$ cat config.mk
export PLATFORM = sky130hd
export DESIGN_NAME = wdt_prescaled
export DESIGN_NICKNAME = d
export VERILOG_FILES = /design/src/rtl/wdt_pkg.sv /design/src/rtl/wdt_sel_reg.sv /design/src/rtl/wdt_prescaler.sv /design/src/rtl/wdt_main_cnt.sv /design/src/rtl/wdt_prescaled.sv
export SDC_FILE = /design/constraint.sdc
export NUM_CORES = 1
export LEC_CHECK = 0
export BUFFER_PORTS_ARGS = -buffer_cell sky130_fd_sc_hd__buf_2
export CORE_MARGIN = 2
export CORE_UTILIZATION = 37
export CTS_CLUSTER_SIZE = 12
export DETAILED_ROUTE_END_ITERATION = 12
export PLACE_DENSITY = 0.65
export REMOVE_ABC_BUFFERS = 1
export SLEW_MARGIN = 10
export SYNTH_ARGS = -nofsm -noshare
export SYNTH_HDL_FRONTEND = slang
export SYNTH_SLANG_ARGS = --single-unit
$ cat constraint.sdc
create_clock -name clk_i -period 2.1 [get_ports clk_i]
set_input_delay 0.315 -clock clk_i [delete_from_list [all_inputs] [get_ports clk_i]]
set_output_delay 0.315 -clock clk_i [all_outputs]
set_load 0.02 [all_outputs]
$ cat src/rtl/wdt_pkg.sv
package wdt_pkg;
  localparam int unsigned SEL_W   = 3;
  localparam int unsigned CNT_W   = 8;
  localparam int unsigned DATA_W  = 8;
  localparam int unsigned PRE_W   = (1 << SEL_W) - 1;
  localparam logic [SEL_W-1:0] SEL_RST = '1;
endpackage

$ cat src/rtl/wdt_sel_reg.sv
module wdt_sel_reg
  import wdt_pkg::*;
#(
  parameter int unsigned SW = SEL_W,
  parameter int unsigned DW = DATA_W
) (
  input  logic          clk_i,
  input  logic          rst_ni,
  input  logic          we_i,
  input  logic [DW-1:0] wdata_i,
  output logic [SW-1:0] sel_o
);
  logic [SW-1:0] sel_q;

  always_ff @(posedge clk_i or negedge rst_ni) begin
    if (!rst_ni)   sel_q <= SEL_RST;
    else if (we_i) sel_q <= wdata_i[SW-1:0];
  end

  assign sel_o = sel_q;

  assert_sel_hold_R1: assert property (@(posedge clk_i) disable iff (!rst_ni)
    !we_i |=> $stable(sel_q));
endmodule

$ cat src/rtl/wdt_prescaler.sv
module wdt_prescaler
  import wdt_pkg::*;
#(
  parameter int unsigned SW = SEL_W,
  parameter int unsigned PW = (1 << SW) - 1
) (
  input  logic          clk_i,
  input  logic          rst_ni,
  input  logic          restart_i,
  input  logic          en_i,
  input  logic [SW-1:0] sel_i,
  output logic          tick_o
);
  logic [PW-1:0] pre_q;
  logic [PW-1:0] mask;

  // mask holds the low sel_i bits set
  for (genvar i = 0; i < PW; i++) begin : g_mask
    assign mask[i] = (32'(sel_i) > i);
  end

  assign tick_o = en_i && !restart_i && ((pre_q & mask) == mask);

  always_ff @(posedge clk_i or negedge rst_ni) begin
    if (!rst_ni)        pre_q <= '0;
    else if (restart_i) pre_q <= '0;
    else if (en_i)      pre_q <= pre_q + PW'(1);
  end

  assert_pre_restart_R5: assert property (@(posedge clk_i) disable iff (!rst_ni)
    restart_i |=> (pre_q == '0));
  assert_pre_hold_R4: assert property (@(posedge clk_i) disable iff (!rst_ni)
    (!en_i && !restart_i) |=> $stable(pre_q));
endmodule

$ cat src/rtl/wdt_main_cnt.sv
module wdt_main_cnt
  import wdt_pkg::*;
#(
  parameter int unsigned CW = CNT_W
) (
  input  logic clk_i,
  input  logic rst_ni,
  input  logic restart_i,
  input  logic tick_i,
  output logic ovf_o,
  output logic req_o
);
  logic [CW-1:0] cnt_q;
  logic          req_q;

  assign ovf_o = tick_i && (cnt_q == '1);

  always_ff @(posedge clk_i or negedge rst_ni) begin
    if (!rst_ni) begin
      cnt_q <= '0;
      req_q <= 1'b0;
    end else begin
      req_q <= ovf_o && !restart_i;
      if (restart_i)   cnt_q <= '0;
      else if (tick_i) cnt_q <= cnt_q + CW'(1);
    end
  end

  assign req_o = req_q;

  assert_cnt_hold_R4: assert property (@(posedge clk_i) disable iff (!rst_ni)
    (!tick_i && !restart_i) |=> $stable(cnt_q));
  assert_req_single_R7: assert property (@(posedge clk_i) disable iff (!rst_ni)
    req_q |=> !req_q);
  assert_wrap_zero_R7: assert property (@(posedge clk_i) disable iff (!rst_ni)
    req_q |-> (cnt_q == '0));
endmodule

$ cat src/rtl/wdt_prescaled.sv
module wdt_prescaled
  import wdt_pkg::*;
(
  input  logic              clk_i,
  input  logic              rst_ni,
  input  logic              sel_we_i,
  input  logic [DATA_W-1:0] sel_wdata_i,
  input  logic              clr_i,
  input  logic              halt_i,
  input  logic              cnt_en_i,
  output logic              rst_req_o,
  output logic              timeout_o
);
  logic [SEL_W-1:0] sel;
  logic             restart;
  logic             tick;
  logic             ovf;
  logic             req;
  logic             to_q;

  assign restart = clr_i || halt_i;

  wdt_sel_reg #(.SW(SEL_W), .DW(DATA_W)) u_sel (
    .clk_i  (clk_i),
    .rst_ni (rst_ni),
    .we_i   (sel_we_i),
    .wdata_i(sel_wdata_i),
    .sel_o  (sel)
  );

  wdt_prescaler #(.SW(SEL_W), .PW(PRE_W)) u_pre (
    .clk_i    (clk_i),
    .rst_ni   (rst_ni),
    .restart_i(restart),
    .en_i     (cnt_en_i),
    .sel_i    (sel),
    .tick_o   (tick)
  );

  wdt_main_cnt #(.CW(CNT_W)) u_cnt (
    .clk_i    (clk_i),
    .rst_ni   (rst_ni),
    .restart_i(restart),
    .tick_i   (tick),
    .ovf_o    (ovf),
    .req_o    (req)
  );

  // time-out event kept in its own flop for the status block
  always_ff @(posedge clk_i or negedge rst_ni) begin
    if (!rst_ni) to_q <= 1'b0;
    else         to_q <= ovf && !restart;
  end

  assign rst_req_o = req;
  assign timeout_o = to_q;

  assert_restart_wins_R9: assert property (@(posedge clk_i) disable iff (!rst_ni)
    restart |=> !rst_req_o);
  assert_ovf_req_R7: assert property (@(posedge clk_i) disable iff (!rst_ni)
    (ovf && !restart) |=> rst_req_o);
  assert_to_with_req_R8: assert property (@(posedge clk_i) disable iff (!rst_ni)
    rst_req_o == timeout_o);
  always_comb begin
    if (!rst_ni) assert_reset_low_R10: assert (!rst_req_o && !timeout_o);
  end
endmodule

==> results of run 1 <==
power groups by stage:
| stage | combinational [uW] | sequential, uW | clock (uW) |
|---|---|---|---|
| 2_1_floorplan | 26.6 | 388 | 0 |
| 6_report | 51.7 | 383 | 186 |
| 5_1_grt | 58.7 | 385 | 216 |
| 3_5_place_dp | 52.2 | 390 | 0 |
| 3_3_place_gp | 49.9 | 390 | 0 |
| 4_1_cts | 53.3 | 384 | 196 |
per-layer routing:
layer,GRT usage [%],vias to the layer above
met5,0,-
met4,7.317,0
met3,1.613,2
met2,23.61,6
met1,18.01,348
li1,-,367
registers in the layout (all words and copies together), names as in the netlist:
register / flops
u_pre.pre_q: 7
u_cnt.cnt_q: 8
u_cnt.req_o: 1
u_sel.sel_o: 3
cell type report:
class                           instances  area, um^2  area share (%)
Clock buffer                            3       22.52           2.110
Clock inverter                          1       5.005          0.4689
Inverter                                3       11.26           1.055
Multi-Input combinational cell         70       444.2           41.62
Sequential cell                        19       479.2           44.90
Tap cell                               30       37.54           3.517
Timing Repair Buffer                   12       67.56           6.331
metrics by stage:
stage	instance area (um^2)	utilization, %	worst slack (ns)
after floorplan	934.6	-	0.3686
after global placement	1030	41.57	0.2553
after detailed placement	1030	41.57	0.2180
after CTS	1067	43.08	0.1943
after global routing	1067	43.08	0.02972
final	1067	43.08	0.1998
Yosys cell counts, drive strengths merged (3+ instances only):
master / n
o31ai: 5
nand3: 5
a21oi: 7
o21ai: 3
or4: 5
xor2: 3
nor2: 9
dfstp: 3
nand2: 11
mux2i: 4
dfrtp: 16
inv: 3
clkbuf: 3
kinds of logic (layout without fill, tap and decap cells):
kind of cell | count (synthesis) | count (layout) | synth area share, %
flip-flops | 19 | 19 | 49.68
multiplexers | 6 | 6 | 6.485
adder cells (fa/ha/maj) | 2 | 2 | 2.594
buffers and inverters | 8 | 19 | 4.280
AND/OR/NAND/NOR | 39 | 39 | 20.36
XOR/XNOR | 5 | 5 | 4.540
AO/OA/AOI/OAI | 18 | 18 | 12.06
worst min path at each step:
stage                      to  cells after the start
6_report       u_sel.sel_o[1]                      2
5_1_grt        u_sel.sel_o[1]                      2
4_1_cts        u_sel.sel_o[1]                      2
3_5_place_dp   u_cnt.cnt_q[2]                      1
3_3_place_gp   u_cnt.cnt_q[2]                      1
2_1_floorplan  u_cnt.cnt_q[0]                      0
==> results.toml, run 1 <==
[detailed_routing]
vias = 723
antenna_left = 0
first_pass_iters = 6
viasPerCell = 5.239
drt_iter0_markers = 6
met2_length_um = 832
top_layer_used = "met4"
wl_met1_um = 816
routed_wl_mm = 1.691
wl_per_cell_um = 12.25
wl_met3_um = 27
drc = 0

[floorplan]
dieArea_mm2 = 0.003032
die_x_um = 55.06
die_h_um = 55.06
rows = 18
core_mm2 = 0.002477
ios = 16
initial_core_util_pct = 38.94

[critical_path]
endpoint = "u_cnt.cnt_q[3]"
worst-path-stages = 4
endpoint_kind = "flip-flop"
cp-start-kind = "flip-flop"
setup.worst_path.start = "u_pre.pre_q[0]"
rr_endpoint = "u_cnt.cnt_q[3]"
r2r-start = "u_pre.pre_q[0]"
cp_num_buf_inv = 0
cp_cell_sequence = "nand2_1, o41a_1, or4_1, a21oi_1"
slowest_delay_ns = 0.59
crit_type = "reg -> reg"
arrival_ns = 2.13
cp_max_fo = 13
crit_path_top_delay_cell = "o41a_1"
reg2reg_slack_ns = 0.20
ff2ff_path_depth = 4
crit_family = "compound AO/OA/AOI/OAI gates"
cp_data_required_time_ns = 2.33

[synth]
yosysSeqAreaShare_pct = 49.68
syn_inst = 97
synth_top_area_share_pct = 41.50
synth_area_um2 = 964.7
ys_types = 29
synth-seq-cells = 19
synth_ff_type = "dfrtp_1"
synth_top_cell_by_area = "dfrtp_1"
async_reset_ff_share_pct = 100.0
ys.warnings.count = 0
avgSynthCellArea_um2 = 9.945
synthTopCellsByArea = "dfrtp_1 (42%), dfstp_2 (8.2%), nand2_1 (4.3%), mux2i_1 (4.2%), o31ai_1 (3.9%)"
synth_edf_count = 0

[cts]
clk_latency_ns = 0.29
root_buffer = "clkbuf_4"
cts.clk_slew.worst_paths_ns = 0.11
clockBufferDepth = 2
holdBufCountCts = 1
numCtsBuffers = 3
post_cts_buffers = 0
cts_tree = "built"
cts.sinks = 19
cts_resized = 0
htree_levels = 1

[finish]
nets = 125
final_common_cell = "dfrtp_1"
antenna_cells = 0
fillers = 246
final_cell_mix = "dfrtp_1 (16), nand2_1 (11), buf_2 (10)"
final_layout_size_suffix_gt1_share_pct = 19.44
syn_to_final_growth_pct = 10.64
instances_no_fill = 138

[placement]
dp.cells = 133
dp.final_hpwl_mm = 1.234
numPortBuffers = 10
gp_congestion = 0.7316

[timing]
rsz0062_at_grt = "no"
worst_pin_slew_ns = 0.4294
period_share_pct = 90.48
slew_violations = 0
hold_slack_ns = 0.2051
period_needed_ns = 1.900
hold_violations = 0
fin_skew_ns = 0.002244
setup_viol = 0
setup_tns_ns = 0
fmax_ghz = 0.5263
slew_headroom_pct = 71.37

[global_route]
grt_pass1_vias = 700
overflow = 0
grt_start_max_net_pins = 20
antenna_found_initial = 0
grt_pass1_wl_mm = 3.015
grt_util_all_layers_pct = 14.15

[hold_path]
min_from = "sel_we_i"
hold_class = "in -> reg"

[outcome]
status = "finished, final reports clean"

[power]
pwr-share-seq_pct = 61.8
peakVddDrop_uv = 343.8
pwr-share-comb_pct = 8.3
design_power_total_uw = 620.9
p_sw_uw = 152.1
leakage_uw = 0.0004532
powerDensity_mw_per_mm2 = 581.8
p_clk_share_pct = 29.9
p_int_uw = 468.8
p_sw_share_pct = 24.50

[job]
drv_cap = 0
Note: power is estimated with default switching activity, not from simulation.
==> inputs of run 2 (changes only) <==
--- a/config.mk
+++ b/config.mk
@@ -6,11 +6,13 @@
 export NUM_CORES = 1
 export LEC_CHECK = 0
 export BUFFER_PORTS_ARGS = -buffer_cell sky130_fd_sc_hd__buf_2
+export CORE_ASPECT_RATIO = 0.8
 export CORE_MARGIN = 2
 export CORE_UTILIZATION = 37
 export CTS_CLUSTER_SIZE = 12
 export DETAILED_ROUTE_END_ITERATION = 12
 export PLACE_DENSITY = 0.65
+export RECOVER_POWER = 100
 export REMOVE_ABC_BUFFERS = 1
 export SLEW_MARGIN = 10
 export SYNTH_ARGS = -nofsm -noshare
==> run 2 against run 1 <==
Clock power decreased by 3%. First-iteration DRC count increased to 4.0 times the previous value. Clock-buffer cell count increased by 1. Critical endpoint is now u_cnt.cnt_q[4]. Global-route usage decreased by 0.85 points. Wire length increased by 1.4%. Setup slack got worse by 0.041 ns. Maximum frequency decreased by 2.1%. Sequential cell count unchanged. Core utilization increased by 0.36 points. Critical path depth unchanged. Register-to-register slack got worse by 0.04 ns.
==> results.toml, run 2 (same netlist as run 1, synthesis figures left out) <==
[critical_path]
crit_type = "reg -> reg"
cp_num_buf_inv = 0
crit_path_top_delay_cell = "o41a_1"
cp_max_fo = 13
crit_family = "compound AO/OA/AOI/OAI gates"
endpoint_kind = "flip-flop"
slowest_delay_ns = 0.60
cp_data_required_time_ns = 2.32
cp-start-kind = "flip-flop"
arrival_ns = 2.16
cp_cell_sequence = "nand2_1, o41a_1, or4_1, a21oi_1"

[detailed_routing]
first_pass_iters = 4
drt_iter0_markers = 24
wl_per_cell_um = 11.90
antenna_left = 0
vias = 726
routed_wl_mm = 1.714
viasPerCell = 5.042
drc = 0

[timing]
fmax_ghz = 0.5151
setup_tns_ns = 0
setup_viol = 0
period_share_pct = 92.45
period_needed_ns = 1.941
worst_pin_slew_ns = 1.005
slew_violations = 0
fin_skew_ns = 0.001628
hold_violations = 0
slew_headroom_pct = 33.01
rsz0062_at_grt = "no"

[outcome]
status = "finished, final reports clean"

[finish]
regMostFlops = "u_cnt.cnt_q"
nets = 125
syn_to_final_growth_pct = 10.90
final_common_cell = "dfrtp_1"
final_cell_mix = "dfrtp_1 (16), nand2_1 (11), nor2_1 (9)"
antenna_cells = 0
final_layout_size_suffix_gt1_share_pct = 12.96
largest_reg_flops = 8

[job]
drv_cap = 0

[placement]
numPortBuffers = 10
gp_congestion = 0.7783
dp.final_hpwl_mm = 1.267

[cts]
post_cts_buffers = 0
clockBufferDepth = 2
numCtsBuffers = 3
cts.clk_slew.worst_paths_ns = 0.10
cts_resized = 0
clk_latency_ns = 0.29
htree_levels = 1
cts.sinks = 19
cts_tree = "built"
root_buffer = "clkbuf_4"

[floorplan]
initial_core_util_pct = 39.18
ios = 16
rows = 16
dieArea_mm2 = 0.003034
die_x_um = 61.09
core_mm2 = 0.002462
die_h_um = 49.67

[global_route]
grt_start_max_net_pins = 20
grt_busiest_layer = "met1"
met2_usage_pct = 18.79
grt_pass1_vias = 663
antenna_found_initial = 0
overflow = 0
grt_util_all_layers_pct = 13.29
met3_usage_pct = 4.724
grt_pass1_wl_mm = 2.994
grt_use_met1_pct = 19.24

[power]
design_power_total_uw = 613.0
powerDensity_mw_per_mm2 = 573.0
peakVddDrop_uv = 273.5
leakage_uw = 0.0004374

[hold_path]
hold_class = "in -> reg"
[run 2: changes by cell type in the layout (fill, tap and decap cells not counted), sizes merged]
| cell | delta |
|---|---|
| clkbuf | +4 |
| buf | -3 |
| clkinv | -1 |
[run 2: layer usage]
metal | vias to the layer above | share of wire [%]
met5 | - | 0
met4 | 0 | 0
met3 | 0 | 5.5
met2 | 17 | 44
met1 | 340 | 50
li1 | 369 | -
[run 2: stage by stage]
stage	util [%]	std cells	hold slack, ns	area (um^2)	setup slack (ns)
after global placement	42.12	139	0.2700	1037	0.2494
after detailed placement	42.12	139	0.2768	1037	0.2123
after CTS	43.60	144	0.2012	1074	0.1456
after global routing	43.45	144	0.2099	1070	0.03590
after floorplan	-	92	0.01941	934.6	0.3686
final	43.45	144	0.2182	1070	0.1586
[run 2: report_power, final]
part	switching, uW	leakage (uW)	internal [uW]	total, uW
clock network	106	0.0000150	74.0	180
registers	6.00	0.000253	375	381
logic	31.5	0.000169	20.1	51.6
total	144	0.000437	469	613
[run 2: cell type report]
class,count,area [um^2]
fill,225,1393
clock buffer,4,26.28
multi-input combinational,70,444.2
sequential,19,479.2
tap,36,45.04
inverter,3,11.26
timing repair buffer,12,63.81
[run 2: worst paths after layout]
kind,from,end,slack [ns],cells past startpoint
setup / recovery,u_pre.pre_q[0],u_cnt.cnt_q[4],0.16,4
hold / removal,sel_we_i,u_sel.sel_o[1],0.22,2
setup reg to reg,u_pre.pre_q[0],u_cnt.cnt_q[4],0.16,4
hold reg to reg,u_cnt.cnt_q[0],u_cnt.cnt_q[0],0.52,1
max in group asynchronous,rst_ni,u_pre.pre_q[5],0.80,2
min in group asynchronous,rst_ni,u_cnt.cnt_q[6],0.70,2
[run 2: repair_timing]
action | 4_1_cts | 5_1_grt
endpoints found under the setup margin | 0 | 0
hold buffers | 1 | 0
endpoints found under the hold margin | 16 | 0
